`src/rtl/rtc_div_pkg.sv`:
```
package rtc_div_pkg;
  localparam logic [2:0] DIV_RUN = 3'b010;

  // Maps a rate code to log2 of its period in ticks; 0 means off.
  function automatic logic [3:0] rate_shift(input logic [3:0] code);
    logic [3:0] s;
    case (code)
      4'd0: s = 4'd0;
      4'd1: s = 4'd7;
      4'd2: s = 4'd8;
      default: s = code - 4'd1;
    endcase
    return s;
  endfunction
endpackage

```
`src/rtl/rtc_ctrl_reg.sv`:
```
module rtc_ctrl_reg
  import rtc_div_pkg::*;
(
  input  logic       clk,
  input  logic       rst_n,
  input  logic       wr_en,
  input  logic [6:0] wr_bits,
  output logic [6:0] ctrl_q,
  output logic       run,
  output logic [3:0] rate
);
  always_ff @(posedge clk) begin
    if (!rst_n)     ctrl_q <= 7'h70;
    else if (wr_en) ctrl_q <= wr_bits;
  end

  assign run  = (ctrl_q[6:4] == DIV_RUN);
  assign rate = ctrl_q[3:0];
endmodule

```
`src/rtl/rtc_divider.sv`:
```
module rtc_divider #(
  parameter int DIV_W = 15
) (
  input  logic             clk,
  input  logic             rst_n,
  input  logic             tick_en,
  input  logic             run,
  output logic [DIV_W-1:0] cnt,
  output logic [DIV_W-1:0] cnt_next,
  output logic             wrap
);
  localparam logic [DIV_W-1:0] CNT_MAX = {DIV_W{1'b1}};
  localparam logic [DIV_W-1:0] CNT_MID = {1'b1, {(DIV_W-1){1'b0}}};

  assign cnt_next = cnt + 1'b1;
  assign wrap     = tick_en && run && (cnt == CNT_MAX);

  always_ff @(posedge clk) begin
    if (!rst_n)       cnt <= CNT_MID;
    else if (!run)    cnt <= CNT_MID;
    else if (tick_en) cnt <= cnt_next;
  end


  held_at_mid_chk: assert property (@(posedge clk) disable iff (!rst_n)
    (!run && $past(!run)) |-> (cnt == CNT_MID));
endmodule

```
`src/rtl/rtc_periodic.sv`:
```
module rtc_periodic
  import rtc_div_pkg::*;
#(
  parameter int DIV_W = 15
) (
  input  logic             clk,
  input  logic             rst_n,
  input  logic             tick_en,
  input  logic             run,
  input  logic [3:0]       rate,
  input  logic [DIV_W-1:0] cnt_next,
  output logic             periodic_q
);
  logic [3:0]       shift;
  logic [DIV_W-1:0] mask;

  assign shift = rate_shift(rate);

  for (genvar i = 0; i < DIV_W; i++) begin : g_mask
    assign mask[i] = (i < int'(shift));
  end

  always_ff @(posedge clk) begin
    if (!rst_n) periodic_q <= 1'b0;
    else        periodic_q <= tick_en && run && (shift != 4'd0) &&
                              ((cnt_next & mask) == '0);
  end


  rate_off_quiet_chk: assert property (@(posedge clk) disable iff (!rst_n)
    (rate == 4'd0) |=> !periodic_q);

  held_no_tick_chk: assert property (@(posedge clk) disable iff (!rst_n)
    !run |=> !periodic_q);
endmodule

```
`src/rtl/rtc_update_seq.sv`:
```
module rtc_update_seq #(
  parameter int DIV_W    = 15,
  parameter int UIP_LEAD = 8
) (
  input  logic             clk,
  input  logic             rst_n,
  input  logic             run,
  input  logic             set_hold,
  input  logic             wrap,
  input  logic [DIV_W-1:0] cnt,
  output logic             update_q,
  output logic             uip
);
  localparam logic [DIV_W-1:0] CNT_MAX   = {DIV_W{1'b1}};
  localparam logic [DIV_W-1:0] UIP_START = CNT_MAX - DIV_W'(UIP_LEAD - 1);

  assign uip = run && !set_hold && (cnt >= UIP_START);

  always_ff @(posedge clk) begin
    if (!rst_n) update_q <= 1'b0;
    else        update_q <= wrap && !set_hold;
  end


  uip_precedes_update_chk: assert property (@(posedge clk) disable iff (!rst_n)
    update_q |-> $past(uip));

  uip_low_at_update_chk: assert property (@(posedge clk) disable iff (!rst_n)
    update_q |-> !uip);

  set_masks_update_chk: assert property (@(posedge clk) disable iff (!rst_n)
    set_hold |=> !update_q);

  single_pulse_chk: assert property (@(posedge clk) disable iff (!rst_n)
    update_q |=> !update_q);
endmodule

```
`src/rtl/rtc_divchain_seq.sv`:
```
module rtc_divchain_seq #(
  parameter int DIV_W    = 15,
  parameter int UIP_LEAD = 8
) (
  input  logic       clk,
  input  logic       rst_n,
  input  logic       tick_en,
  input  logic       set_hold,
  input  logic       wr_en,
  input  logic [7:0] wr_data,
  output logic [7:0] rd_data,
  output logic       update_o,
  output logic       uip_o,
  output logic       periodic_o
);
  logic [6:0]       ctrl_q;
  logic             run;
  logic [3:0]       rate;
  logic [DIV_W-1:0] cnt, cnt_next;
  logic             wrap;
  logic             wr_msb_unused;

  assign wr_msb_unused = wr_data[7];

  rtc_ctrl_reg u_ctrl (
    .clk(clk), .rst_n(rst_n), .wr_en(wr_en), .wr_bits(wr_data[6:0]),
    .ctrl_q(ctrl_q), .run(run), .rate(rate)
  );

  rtc_divider #(.DIV_W(DIV_W)) u_div (
    .clk(clk), .rst_n(rst_n), .tick_en(tick_en), .run(run),
    .cnt(cnt), .cnt_next(cnt_next), .wrap(wrap)
  );

  rtc_periodic #(.DIV_W(DIV_W)) u_per (
    .clk(clk), .rst_n(rst_n), .tick_en(tick_en), .run(run), .rate(rate),
    .cnt_next(cnt_next), .periodic_q(periodic_o)
  );

  rtc_update_seq #(.DIV_W(DIV_W), .UIP_LEAD(UIP_LEAD)) u_seq (
    .clk(clk), .rst_n(rst_n), .run(run), .set_hold(set_hold), .wrap(wrap),
    .cnt(cnt), .update_q(update_o), .uip(uip_o)
  );

  assign rd_data = {uip_o, ctrl_q};


  rd_flag_tracks_uip_chk: assert property (@(posedge clk) disable iff (!rst_n)
    $rose(uip_o) |-> rd_data[7]);
endmodule

```
`config.mk`:
```
export PLATFORM = sky130hd
export DESIGN_NAME = rtc_divchain_seq
export DESIGN_NICKNAME = d
export VERILOG_FILES = /design/src/rtl/rtc_div_pkg.sv /design/src/rtl/rtc_ctrl_reg.sv /design/src/rtl/rtc_divider.sv /design/src/rtl/rtc_periodic.sv /design/src/rtl/rtc_update_seq.sv /design/src/rtl/rtc_divchain_seq.sv
export SDC_FILE = /design/constraint.sdc
export NUM_CORES = 1
export LEC_CHECK = 0
export CORE_MARGIN = 2
export CORE_UTILIZATION = 54
export DETAILED_ROUTE_END_ITERATION = 16
export PLACE_DENSITY_LB_ADDON = 0.3
export SLEW_MARGIN = 25
export SYNTH_ARGS = -nofsm -noshare
export SYNTH_HDL_FRONTEND = slang
export SYNTH_HIERARCHICAL = 1
export SYNTH_SLANG_ARGS = --single-unit
```
`constraint.sdc`:
```
create_clock -name clk -period 3 [get_ports clk]
set_input_delay 0.75 -clock clk [delete_from_list [all_inputs] [get_ports clk]]
set_output_delay 0.75 -clock clk [all_outputs]
set_load 0.1 [all_outputs]
```
### After elaboration in Yosys (flattened, before gate mapping)

Cells that the tools add are included.

| storage, ports and cells | value |
|---|---|
| input bits | 13 |
| flip-flop bits (word level) | 24 |
| word-level logic and storage cells | 40 |
| output and inout bits | 11 |

| operators by class | value |
|---|---|
| equality and inequality tests | 4 |
| mux-type cells | 1 |
| magnitude comparators | 16 |
| reduce and logical (&&, ||, !) cells | 12 |
| bitwise gates (word level) | 1 |
| $add $sub $neg | 2 |

Operators with widths:

| operator | number |
|---|---|
| $lt 4x4->1 const A | 7 |
| $lt 3x4->1 const A | 4 |
| $add 15x1->15 const B | 1 |
| $and 15x15->15 | 1 |
| $eq 15x15->1 const B | 1 |
| $ge 15x15->1 const B | 1 |
| $logic_not 15->1 | 1 |
| $pmux 4 s3 | 1 |
| $lt 1x4->1 const A | 2 |
| $lt 2x4->1 const A | 2 |
| $logic_and 1x1->1 | 7 |
| $eq 4x1->1 const B | 1 |
| $eq 4x2->1 const B | 1 |
| $logic_not 4->1 | 1 |
| $reduce_bool 4->1 | 1 |
| $sub 4x1->4 const B | 1 |
| $eq 3x2->1 const B | 1 |
| $reduce_and 2->1 | 1 |
| $logic_not 1->1 | 1 |

### Longest topological paths before layout

| depth | value |
|---|---|
| depth in word-level cells | 6 |
| mapped depth | 10 |
| gate-level depth less buffers | 9 |

### Modules after synthesis

The synthesis kept the hierarchy.

Modules (own cells, without submodules):

| module | cells an instance | times used | area each (sq um) |
|---|---|---|---|
| rtc_divider | 108 | 1 | 879.6 |
| rtc_periodic | 48 | 1 | 339.1 |
| rtc_ctrl_reg | 27 | 1 | 295.3 |
| rtc_update_seq | 8 | 1 | 80.1 |
| rtc_divchain_seq | 1 | 1 | 7.5 |

### Worst setup path before layout

Ideal clock, no wire load.

| timing path | value |
|---|---|
| path kind | register to output |
| start point | reg u_ctrl.ctrl_q[5] |
| end point | out rd_data[7] |
| cell stages (with the launch flop) | 5 |
| arrival | 4.003 ns |
| data required time | 2.250 ns |
| slack | -1.753 ns |
| cell sequence | dfxtp_1 > nor3b_1 > nand4b_4 > nor4_2 > buf_4 |

| between the ends | value |
|---|---|
| word-level cells in the longest chain between the ends | 3 |

Ends and longest elaborated chain:

| element | line | source |
|---|---|---|
| start, declared | rtc_ctrl_reg.sv:8 | `output logic [6:0] ctrl_q,` |
| start signal, assigned | rtc_ctrl_reg.sv:14 | `else if (wr_en) ctrl_q <= wr_bits;` |
| $eq 3x2->1 | rtc_ctrl_reg.sv:17 | `assign run = (ctrl_q[6:4] == DIV_RUN);` |
| named net run | rtc_divchain_seq.sv:17 | `logic run;` |
| $logic_and 1x1->1 (2 in a row) | rtc_update_seq.sv:17 | `assign uip = run && !set_hold && (cnt >= UIP_START);` |
| end, declared | rtc_divchain_seq.sv:11 | `output logic [7:0] rd_data,` |

The timed path passes the listed nets, and every way through them passes these cells.

### Worst setup path in the final report

| timing path | value |
|---|---|
| start point | in set_hold |
| end point | out uip_o |

| between the ends | value |
|---|---|
| word-level cells in the longest chain between the ends | 3 |

Ends and longest elaborated chain:

| element | line | source |
|---|---|---|
| start, declared | rtc_divchain_seq.sv:8 | `input logic set_hold,` |
| $logic_not 1->1 | rtc_update_seq.sv:17 |  |
| $logic_and 1x1->1 (2 in a row) | rtc_update_seq.sv:17 |  |
| end, declared | rtc_divchain_seq.sv:13 | `output logic uip_o,` |

No other way between the ends.

==> results.md <==
- Fin nets: 225
- Remaining design rule violation count: 0
- Post-synthesis share of cell area spent on and, or, nand and nor gates: 28.8%
- Adder-Cell Fraction of Synth Area: 3.13%
- Peak fanout along the critical path: 2
- Count of placed standard cells including taps: 234
- Multiplexer fraction of the synthesized cell area: 5.70%
- DIE WIDTH: 58.5 um
- Yosys cell types: 44
- Maximum number of pins on one net before global-route repair: 15
- Number of enable-type register cells in the synthesized netlist: 0
- Number of DRC markers after the initial detailed-route iteration: 94
- Critical Path AT: 1890 ps
- Final wirelength: 3410 um
- Min Hold Slack: 512 ps
- Post-synth design cell area: 1600 um^2
- Total congestion overflow after global routing: 0
- Worst slack at placement: 334 ps
- Wire length of the first global-routing pass: 6030 um
- Number of buffers between clock root and the deepest sink: 2
- Inserted Diodes: 0
- Most frequent cells in the layout: dfxtp_1, nor2_1, nand2_1, xnor2_1
- Buffer cell driving the clock tree root: clkbuf_4
- Final number of setup-violating endpoints: 0
- Type of the worst setup path: in -> out
- Clock tree from TritonCTS: built
- Sequential cell area: 487 um^2
- Post-synthesis share of cell area spent on xor and xnor gates: 12.6%
- Static Leakage: 0.695 nW
- Worst hold path class: reg -> reg
- Time the final worst path needs with I/O delays and setup: 2640 ps
- Effective utilization at floorplan: 57.6%
- Multi-input combinational cell area: 1020 um^2
- HPWL reported at the end of detailed placement: 2510 um
- Sinks on Clock Net: 24
- Via total after detailed routing: 1402
- Switching share of power: 32.2%
- Share of synthesized flip-flops with an asynchronous set or reset: 0%
- Number of storage elements in the synthesis netlist: 24
- # Post-CTS Setup Buffers: 0
- Power per unit of standard cell area: 348 nW/um^2
- Clock slew at reported path FFs: 120 ps
- Htree depth: 1
- Count of cells along the worst hold path: 2
- Vias per Instance: 5.89
- Setup repair after global routing missed its margin: no
- Port Buf Inserts: 22
- Relative contribution of sequential cells to total power: 52.6%
- I/O pin count: 24
- Cts hold-fix bufs: 0
- Final worst-path cycle share: 88.1%
- Number of buffers added by the clock tree synthesis step: 3
- Post-synthesis average cell area: 8.34 um^2
- Switching power of the nets: 0.206 mW
- Largest vdd supply drop: 0.380 mV
- Total of fill cells in the finished design: 215
- Layout cells sized above 1: 11.6%
- Worst r2r path cells: 8
- Final critical-path setup slack: 356 ps
- Maximum clock rate: 378 MHz
- Setup crit start kind: primary input
- Sequential element share of the synthesized area: 30.0%
- Area of the die: 3420 um^2
- Number of global-route vias before repair: 1334
- Routed wire length per instance: 14.3 um
- Final Power: 0.638 mW
- Number of gates resized after cts: 0
- Gate power share: 24.8%
- Data required time of the worst path: 2250 ps
- Routability-driven placement congestion ratio: 0.861
- Cell area after layout: 1830 um^2
- Core area: 2780 um^2
- Clock latency on the worst-skew pair: 310 ps
- Worst-margin pin slew: 467 ps
- Number of maximum-capacitance constraint violations: 0
- Synthesized-area fraction occupied by ao, oa, aoi and oai cells: 12.4%
- Int Pwr: 0.432 mW
- Max-Slew Margin vs Limit: 68.8%
- Antenna violations before repair: 0
- First drt pass iteration count: 4
- Count of nets left with antenna violations after detail routing: 0
- Number of warnings reported in the yosys synthesis log: 6
- Area overhead of the layout relative to synthesis: 14.5%
- Post-placement cell area: 1810 um^2
- Setup Skew: 1.09 ps
- Die height: 58.5 um
- Top_reg_cell synth: dfxtp_1
- Run status: completed
- Syn_nets: 209
- Share of total power in the clock network: 22.5%
- Final std cells w/o fill: 238
- Number of pins with negative max-slew slack in the final report: 0
- Total track usage: 22.4%
- Hold Violations, Final: 0
- Largest family of logic cells by synthesized area: simple AND/OR/NAND/NOR gates
- Most common cell after layout, fill and taps aside: dfxtp_1
- Instance count of the mapped netlist: 192
- Row count: 19
- Critical Path Sink Type: primary output
==> through the flow <==
stage / utilization (%) / setup TNS, ps
after floorplan: - / -118
after global placement: 65.0 / 0
after detailed placement: 65.0 / 0
after CTS: 65.9 / 0
after global routing: 65.9 / 0
final: 65.9 / 0
==> critical path: stages <==
cell and delay [ps]:
clkdlybuf4s50_1 420, nand4b_4 190, nor4_4 300, buf_12 230
==> kinds of logic after synthesis <==
family | after synthesis
AND/OR/NAND/NOR | 83
adder cells (fa/ha/maj) | 4
flip-flops | 24
multiplexers | 9
AO/OA/AOI/OAI | 29
buffers and inverters | 20
XOR/XNOR | 23
==> synthesized netlist by cell type, types with 4 or more instances <==
cell	number	area share, %
a21oi_1	5	1.6
inv_1	7	1.6
dfxtp_1	24	30
mux2i_1	8	5.0
nand2_1	18	4.2
nand3_1	9	2.8
o21ai_0	6	1.9
or3_1	5	2.0
xnor2_1	13	7.1
nand4_1	8	3.1
nor2_1	20	4.7
nor2b_1	7	2.7
buf_4	6	2.8
ha_1	4	3.1
xor2_1	10	5.5
buf_2	4	1.3
==> routing by layer <==
layer	track usage, %	up-vias	part of all wire (%)
met5	0	-	0
li1	-	707	-
met2	36.8	41	48
met1	30.7	650	47
met4	7.31	0	0.76
met3	2.42	4	4.3
==> power by group through the flow <==
stage	logic, mW	registers, mW	clock network, mW
finish	0.159	0.336	0.144
global route	0.169	0.337	0.161
CTS	0.158	0.336	0.151
detailed placement	0.157	0.343	0
global placement	0.153	0.342	0
floorplan	0.0674	0.395	0
==> cell type report <==
cell class	instances	share of cell area (%)
clock buffer	4	1.43
inverter	7	1.43
multi-input combinational	148	55.8
sequential	24	26.5
tap	31	2.11
timing repair buffer	24	12.7
==> path summary, 6_finish.rpt <==
path | endpoint | startpoint | slack (ps)
worst min-delay path | u_ctrl/ctrl_q[5] | u_ctrl/ctrl_q[5] | 510
worst max-delay path | uip_o | set_hold | 360
worst max register to register | u_per/periodic_q | u_div/cnt[0] | 660
worst min register to register | u_ctrl/ctrl_q[5] | u_ctrl/ctrl_q[5] | 510
==> sequential cells by signal, summed over array words and instances, names as in the netlist <==
signal            cells
u_div/cnt            15
u_ctrl/ctrl_q         7
u_per/periodic_q      1
u_seq/update_q        1
Note: power is estimated with default switching activity, not from simulation.
